### config.mk
export PLATFORM = sky130hd
export DESIGN_NAME = prng_dice_display
export DESIGN_NICKNAME = d
export VERILOG_FILES = /design/src/rtl/prng_pkg.sv /design/src/rtl/prng_rise_detect.sv /design/src/rtl/prng_lfsr.sv /design/src/rtl/prng_bcd_digits.sv /design/src/rtl/prng_dice_display.sv
export SDC_FILE = /design/constraint.sdc
export NUM_CORES = 1
export LEC_CHECK = 0
export ABC_AREA = 1
export ABC_CLOCK_PERIOD_IN_PS = 1700
export CELL_PAD_IN_SITES_DETAIL_PLACEMENT = 1
export CELL_PAD_IN_SITES_GLOBAL_PLACEMENT = 2
export CORE_MARGIN = 2
export CORE_UTILIZATION = 27
export CTS_CLUSTER_DIAMETER = 40
export CTS_CLUSTER_SIZE = 12
export DETAILED_ROUTE_END_ITERATION = 12
export PLACE_DENSITY = 0.82
export SYNTH_ARGS = -nofsm -noshare
export SYNTH_HDL_FRONTEND = slang
export SYNTH_SLANG_ARGS = --single-unit
### constraint.sdc
create_clock -name clk -period 1.7 [get_ports clk]
set_input_delay 0.34 -clock clk [delete_from_list [all_inputs] [get_ports clk]]
set_output_delay 0.34 -clock clk [all_outputs]
set_load 0.01 [all_outputs]
### src/rtl/prng_pkg.sv
package prng_pkg;
  localparam int DIGIT_W = 4;

  // Binary to BCD by shift-and-add-3, producing NDIG packed digits.
  function automatic logic [15:0] bin_to_bcd16(input logic [15:0] bin, input int nbits);
    logic [15:0] acc;
    acc = '0;
    for (int i = 15; i >= 0; i--) begin
      if (i < nbits) begin
        for (int d = 0; d < 4; d++) begin
          if (acc[d*4 +: 4] >= 4'd5) acc[d*4 +: 4] = acc[d*4 +: 4] + 4'd3;
        end
        acc = {acc[14:0], bin[i]};
      end
    end
    return acc;
  endfunction
endpackage

### src/rtl/prng_rise_detect.sv
module prng_rise_detect (
  input  logic clk,
  input  logic rst,
  input  logic level_in,
  output logic rise_pulse
);
  logic level_q;

  // History tracks the input even in reset, so a held button is not a press.
  always_ff @(posedge clk) begin
    level_q <= level_in;
  end

  assign rise_pulse = level_in & ~level_q & ~rst;

  assert_single_pulse_R3: assert property (@(posedge clk) disable iff (rst)
    rise_pulse |=> !rise_pulse);
endmodule

### src/rtl/prng_lfsr.sv
module prng_lfsr #(
  parameter int WIDTH  = 4,
  parameter int TAP_LO = 0,
  parameter int TAP_HI = 3,
  parameter logic [WIDTH-1:0] SEED = '1
) (
  input  logic             clk,
  input  logic             rst,
  input  logic             step,
  output logic [WIDTH-1:0] state,
  output logic [WIDTH-1:0] state_next
);
  logic fb;

  assign fb         = state[TAP_LO] ^ state[TAP_HI];
  assign state_next = {fb, state[WIDTH-1:1]};

  always_ff @(posedge clk) begin
    if (rst)       state <= SEED;
    else if (step) state <= state_next;
  end

  assert_nonzero_R5: assert property (@(posedge clk) disable iff (rst)
    state != '0);
  assert_hold_R3: assert property (@(posedge clk) disable iff (rst)
    !step |=> $stable(state));
endmodule

### src/rtl/prng_bcd_digits.sv
module prng_bcd_digits #(
  parameter int BIN_W = 4,
  parameter int NDIG  = 2
) (
  input  logic [BIN_W-1:0]                    bin,
  output logic [NDIG*prng_pkg::DIGIT_W-1:0]   bcd
);
  import prng_pkg::*;
  logic [15:0] wide;

  always_comb begin
    wide = bin_to_bcd16(16'(bin), BIN_W);
  end

  for (genvar g = 0; g < NDIG; g++) begin : g_dig
    assign bcd[g*DIGIT_W +: DIGIT_W] = wide[g*4 +: 4];
  end
endmodule

### src/rtl/prng_dice_display.sv
module prng_dice_display #(
  parameter int WIDTH = 4,
  parameter int NDIG  = 2
) (
  input  logic       clk,
  input  logic       rst,
  input  logic       gen_btn,
  output logic [3:0] digit_tens,
  output logic [3:0] digit_ones
);
  import prng_pkg::*;
  localparam int BCD_W = NDIG * DIGIT_W;

  logic             press;
  logic [WIDTH-1:0] lfsr_q, lfsr_d;
  logic [BCD_W-1:0] bcd_next;
  logic [BCD_W-1:0] shown_q;
  logic             armed_q;

  prng_rise_detect u_edge (
    .clk(clk), .rst(rst), .level_in(gen_btn), .rise_pulse(press)
  );

  prng_lfsr #(.WIDTH(WIDTH), .TAP_LO(0), .TAP_HI(3), .SEED('1)) u_lfsr (
    .clk(clk), .rst(rst), .step(press), .state(lfsr_q), .state_next(lfsr_d)
  );

  prng_bcd_digits #(.BIN_W(WIDTH), .NDIG(NDIG)) u_bcd (
    .bin(lfsr_d), .bcd(bcd_next)
  );

  always_ff @(posedge clk) begin
    if (rst) begin
      shown_q <= '0;
      armed_q <= 1'b0;
    end else if (press) begin
      shown_q <= bcd_next;
      armed_q <= 1'b1;
    end
  end

  assign digit_ones = shown_q[0 +: 4];
  assign digit_tens = shown_q[4 +: 4];

  assert_bcd_range_R7: assert property (@(posedge clk) disable iff (rst)
    digit_tens <= 4'd1 && digit_ones <= 4'd9);
  assert_blank_until_press_R4: assert property (@(posedge clk) disable iff (rst)
    !armed_q |-> (digit_tens == 4'd0 && digit_ones == 4'd0));
  assert_press_changes_R2: assert property (@(posedge clk) disable iff (rst)
    press |=> (digit_tens != 4'd0 || digit_ones != 4'd0));
endmodule

==> flow_metrics.env, run 1 <==
export IMPL_status="finished clean"
export IMPL_multi_input_area_sq_um=221
export IMPL_drv_cap=0
export IMPL_arrival_ns=1.15
export IMPL_place_area_sq_um=576
export IMPL_overflow=0
export IMPL_setup_viol=0
export IMPL_leakagePower_uw=0.000306
export IMPL_synth_cell_types=14
export IMPL_diodes=0
export IMPL_setup_tns_final_ns=0
export IMPL_yosys_warnings=0
export IMPL_register_area_sq_um=200
export IMPL_cts_root_buffer="clkbuf_4"
export IMPL_boundaryPins=11
export IMPL_synth_edff_count=0
export IMPL_routabilityCongestion=0.730
export IMPL_rsz0062_at_grt="no"
export IMPL_worstPathCellList="clkdlybuf4s50_1"
export IMPL_drive_above_1_share_pct=10.4
export IMPL_p_per_area_nw_per_um2=867
export IMPL_synth_top_area_cell="dfxtp_1"
export IMPL_fill_cells=223
export IMPL_fmax_mhz=672
export IMPL_start_util_pct=28.6
export IMPL_die_h_um=46.6
export IMPL_vdd_ir_drop_max_mv=0.398
export IMPL_netlist_top_cells_area="dfxtp_1 (41%), nand2_1 (15%), ha_1 (10%)"
export IMPL_synth_top_cell_area_share_pct=40.9
export IMPL_core_area_sq_um=1710
export IMPL_placement_io_buffers=7
export IMPL_num_nets_final=85
export IMPL_cp_max_fo=2
export IMPL_cts_resized=0
export IMPL_ys_ff_latch=10
export IMPL_critPathLaunch="shown_q[3]"
export IMPL_routed_wl_um=967
export IMPL_synth_area_sq_um=489
export IMPL_drt_iter0_markers=2
export IMPL_vias=410
export IMPL_clkLatencyLatePin_ns=0.27
export IMPL_seq_area_frac_synth_pct=40.9
export IMPL_crit_reg2reg_launch="u_lfsr.state[0]"
export IMPL_grt_usage_pct=11.3
export IMPL_period_share_pct=87.6
export IMPL_critPathLaunchType="flop"
export IMPL_avgViaCountPerCell=4.02
export IMPL_synth_ff_type="dfxtp_1"
export IMPL_tritoncts="yes"
export IMPL_hpwl_um=784
export IMPL_clock_sinks=10
export IMPL_numCtsBuffers=3
export IMPL_worstSetupPathType="flop to primary output"
export IMPL_ctsHoldBuffers=0
export IMPL_clock_path_buffers=2
export IMPL_post_cts_buffers=0
export IMPL_hold_class="flop to flop"
export IMPL_die_x_um=46.6
export IMPL_syn_mean_instance_area_sq_um=7.30
export IMPL_yosysMostFrequentCell="nand2_1"
export IMPL_min_from="shown_q[0]"
export IMPL_antenna_found_initial=0
export IMPL_dieArea_sq_um=2170
export IMPL_rows=15
export IMPL_synth_common_cells="nand2_1 (20), inv_1 (13), dfxtp_1 (10), nand3_1 (6), ha_1 (4)"
export IMPL_grt_pass1_vias=406
export IMPL_synth_cells=67
export IMPL_skew_ns=0.00672
export IMPL_slew_viol_final=0
export IMPL_worst_hold_slack_ns=0.449
export IMPL_crit_buf_inv=1
export IMPL_layout_min_cycle_time_ns=1.49
export IMPL_dr_pass1_iters=2
export IMPL_grt_max_degree=11
export IMPL_grt_pass1_wl_um=1660
export IMPL_syn2layout_area_growth_pct=25.1
export IMPL_wl_per_cell_um=9.48
export IMPL_ant_nets=0
export IMPL_fin_area_sq_um=612
export IMPL_ctsHtreeMaxLevel=1
export IMPL_critical_path_max_stage_delay_ns=0.54
export IMPL_endpoint_kind="primary output"
export IMPL_synthArstFlopShare_pct=0
export IMPL_drc=0
export IMPL_slowest_stage="clkdlybuf4s50_1"
export IMPL_required_ns=1.36
export IMPL_crit_family="buffers and inverters"
export IMPL_hold_viol_final=0
export IMPL_cts_reportedPaths_clkPinSlew_ns=0.07
==> cell families (layout without fill, tap and decap cells) <==
| group | after synthesis | after routing | synth area share [%] |
|---|---|---|---|
| DFF | 10 | 10 | 40.9 |
| adders and majority gates | 4 | 4 | 10.2 |
| AOI/OAI and AO/OA | 6 | 6 | 6.90 |
| other | 1 | 3 | 0.767 |
| buffers and inverters | 17 | 25 | 15.3 |
| and+or+nand+nor | 29 | 29 | 25.8 |
==> power breakdown <==
group	leakage (uW)	switching [uW]	total, uW	internal, uW
Clock	0.0000210	84.4	215	130
Sequential	0.0000819	6.37	251	245
Combinational	0.000203	37.5	65.0	27.5
==> routing by layer <==
layer	up-vias	wire, um	GRT usage [%]
li1	213	-	-
met2	11	437	18.9
met1	184	456	12.2
met3	2	55	4.71
met5	-	0	0
met4	0	17	5.14
==> sequential cells by signal, indices dropped and copies added, names as in the netlist <==
register,cells
u_edge.level_q,1
u_lfsr.state,4
shown_q,5
==> metrics by stage <==
stage                     setup WS [ns]  utilization (%)  cells  power [uW]
after floorplan                   0.593                -     69         299
after global placement            0.250             33.7     98         320
after detailed placement          0.249             33.7     98         321
after CTS                         0.200             35.8    102         536
after global routing              0.158             35.8    102         560
final                             0.211             35.8    102         531
==> worst register-to-register path: cells and delay by family, from the launching register on <==
family | cells | cell delay, ns
buffers and inverters | 2 | 0.20
AOI/OAI and AO/OA | 1 | 0.12
DFF | 1 | 0.34
adders and majority gates | 1 | 0.32
and+or+nand+nor | 3 | 0.23
==> final timing paths <==
check	slack, ns	depth (start not counted)	endpoint
setup reg to reg	0.44	7	shown_q[4]
hold / removal	0.45	2	shown_q[0]
setup / recovery	0.21	1	digit_ones[3]
hold reg to reg	0.45	2	shown_q[0]
==> area by class of cell <==
| cell class | instances | area share, % |
|---|---|---|
| inverters | 14 | 8.59 |
| repair buffers | 7 | 11.5 |
| clock buffers | 4 | 5.93 |
| multi-input cells | 42 | 36.2 |
| well taps | 25 | 5.11 |
| flip-flops and latches | 10 | 32.7 |
==> layout by cell type, fill, tap and decap left out, drive strengths merged <==
cell | synthesis | final
nand2 | 21 | 21
inv | 14 | 14
dfxtp | 10 | 10
clkdlybuf4s50 | 0 | 7
nand3 | 6 | 6
ha | 4 | 4
o21ai | 4 | 4
clkbuf | 0 | 4
conb | 1 | 3
a21oi | 2 | 2
nor2 | 2 | 2
(Power assumes the default switching activity.)
==> inputs of run 2 (changes only) <==
- ABC_CLOCK_PERIOD_IN_PS: 1700 -> 1500
- CORE_UTILIZATION: 27 -> 25
- PLACE_DENSITY: 0.82 -> 0.78
- clock period: 1.7 -> 1.5 ns (I/O delays scaled with it)
==> run 2 against run 1 <==
  * Via count rose by 1.2%
  * Register-to-register slack worse by 0.18 ns
  * Clock power is 10% higher
  * Routed wire length is 2.4% lower
  * First-iteration DRC count up 50%
  * Critical endpoint is now digit_ones[1]
  * Highest routed layer unchanged
==> flow_metrics.env, run 2 (synthesis gave the netlist of run 1 again) <==
export IMPL_regToRegSetupSlack_ns=0.26
export IMPL_status="finished clean"
export IMPL_worst_hold_slack_ns=0.451
export IMPL_boundaryPins=11
export IMPL_cp_max_fo=2
export IMPL_hpwl_um=796
export IMPL_antenna_found_initial=0
export IMPL_worstPathCellList="clkdlybuf4s50_1"
export IMPL_clkLatencyLatePin_ns=0.26
export IMPL_core_area_sq_um=1780
export IMPL_worstSetupPathType="flop to primary output"
export IMPL_fmax_mhz=700
export IMPL_drt_iter0_markers=3
export IMPL_rows=15
export IMPL_overflow=0
export IMPL_reg2reg_to="shown_q[4]"
export IMPL_endpoint_kind="primary output"
export IMPL_die_h_um=48.2
export IMPL_setup_tns_final_ns=0
export IMPL_final_common_cell="nand2_1"
export IMPL_routabilityCongestion=0.754
export IMPL_pre_cts_ws_ns=0.0801
export IMPL_grt_pass1_vias=431
export IMPL_drc=0
export IMPL_p_per_area_nw_per_um2=974
export IMPL_total_power_uw=596
export IMPL_diodes=0
export IMPL_ctsHtreeMaxLevel=1
export IMPL_required_ns=1.20
export IMPL_route_met3_wl_um=51
export IMPL_tritoncts="yes"
export IMPL_cts_resized=0
export IMPL_critical_path_depth=1
export IMPL_syn2layout_area_growth_pct=25.1
export IMPL_mostFrequentLayoutCells="nand2_1 (20), inv_1 (13), dfxtp_1 (10)"
export IMPL_drive_above_1_share_pct=10.4
export IMPL_setup_viol=0
export IMPL_post_cts_buffers=0
export IMPL_num_nets_final=85
export IMPL_drv_cap=0
export IMPL_grt_usage_pct=11.2
export IMPL_period_share_pct=95.2
export IMPL_wl_met2_um=422
export IMPL_dr_pass1_iters=3
export IMPL_dieArea_sq_um=2330
export IMPL_clock_sinks=10
export IMPL_avgViaCountPerCell=4.07
export IMPL_reg_top3="shown_q x5, u_lfsr.state x4, u_edge.level_q x1"
export IMPL_layout_min_cycle_time_ns=1.43
export IMPL_skew_ns=0.00273
export IMPL_top_register="shown_q"
export IMPL_critical_path_max_stage_delay_ns=0.53
export IMPL_crit_buf_inv=1
export IMPL_arrival_ns=1.13
export IMPL_critPathLaunch="shown_q[1]"
export IMPL_cp_endpoint="digit_ones[1]"
export IMPL_ctsHoldBuffers=0
export IMPL_slew_viol_final=0
export IMPL_grt_max_degree=11
export IMPL_clock_path_buffers=2
export IMPL_dp_cells=98
export IMPL_rsz0062_at_grt="no"
export IMPL_die_x_um=48.2
export IMPL_crit_family="buffers and inverters"
export IMPL_routed_wl_um=944
export IMPL_wl_met1_um=451
export IMPL_top_layer="met4"
export IMPL_vdd_ir_drop_max_mv=0.579
export IMPL_placement_io_buffers=7
export IMPL_cts_root_buffer="clkbuf_4"
export IMPL_reg2regPathDepth=7
export IMPL_wl_per_cell_um=9.25
export IMPL_slowest_stage="clkdlybuf4s50_1"
export IMPL_largest_reg_flops=5
export IMPL_crit_reg2reg_launch="u_lfsr.state[0]"
export IMPL_final_cells=102
export IMPL_ant_nets=0
export IMPL_cts_reportedPaths_clkPinSlew_ns=0.06
export IMPL_critPathLaunchType="flop"
export IMPL_start_util_pct=27.4
export IMPL_hold_class="flop to flop"
export IMPL_hold_viol_final=0
export IMPL_leakagePower_uw=0.000306
export IMPL_numCtsBuffers=3
export IMPL_setup_slack_ns=0.0717
export IMPL_grt_pass1_wl_um=1760
export IMPL_vias=415
-- run 2: cell counts in the layout (fill, tap and decap cells not counted) --
No cell type changed its count.
-- run 2: worst min path at each step --
stage / to / depth (start not counted) / slack (ns) / start
floorplan: u_edge.level_q / 0 / 0.33 / gen_btn
global placement: shown_q[1] / 2 / 0.45 / shown_q[1]
detailed placement: shown_q[0] / 2 / 0.45 / shown_q[0]
CTS: shown_q[0] / 2 / 0.46 / shown_q[0]
global route: shown_q[0] / 2 / 0.47 / shown_q[0]
finish: shown_q[0] / 2 / 0.45 / shown_q[0]
-- run 2: through the flow --
step / utilization [%] / instance area (sq um)
global placement: 32.3 / 576
floorplan: - / 497
detailed placement: 32.3 / 576
CTS: 34.3 / 612
global route: 34.3 / 612
finish: 34.3 / 612
-- run 2: layout make-up --
cell class / count / area, sq um
clock buffer: 4 / 36.3
fill: 243 / 1170
inverter: 14 / 52.6
multi-input combinational: 42 / 221
sequential: 10 / 200
tap: 25 / 31.3
timing repair buffer: 7 / 70.1
-- run 2: routing by layer --
metal / global-route usage [%] / up-vias
li1: - / 215
met4: 3.24 / 0
met1: 11.9 / 187
met5: 0 / -
met2: 19.5 / 11
met3: 5.56 / 2
-- run 2: where the power goes --
| part | total, uW | switching (uW) | internal, uW | leakage [uW] |
|---|---|---|---|---|
| logic | 73.9 | 42.5 | 31.3 | 0.000203 |
| registers | 285 | 7.37 | 277 | 0.0000819 |
| clock network | 237 | 90.1 | 147 | 0.0000210 |
| total | 596 | 140 | 456 | 0.000306 |
-- run 2: worst min-delay path: stages (launching register included) --
cell     delay, ns
dfxtp_1       0.31
nand2_1       0.06
nand2_1       0.04
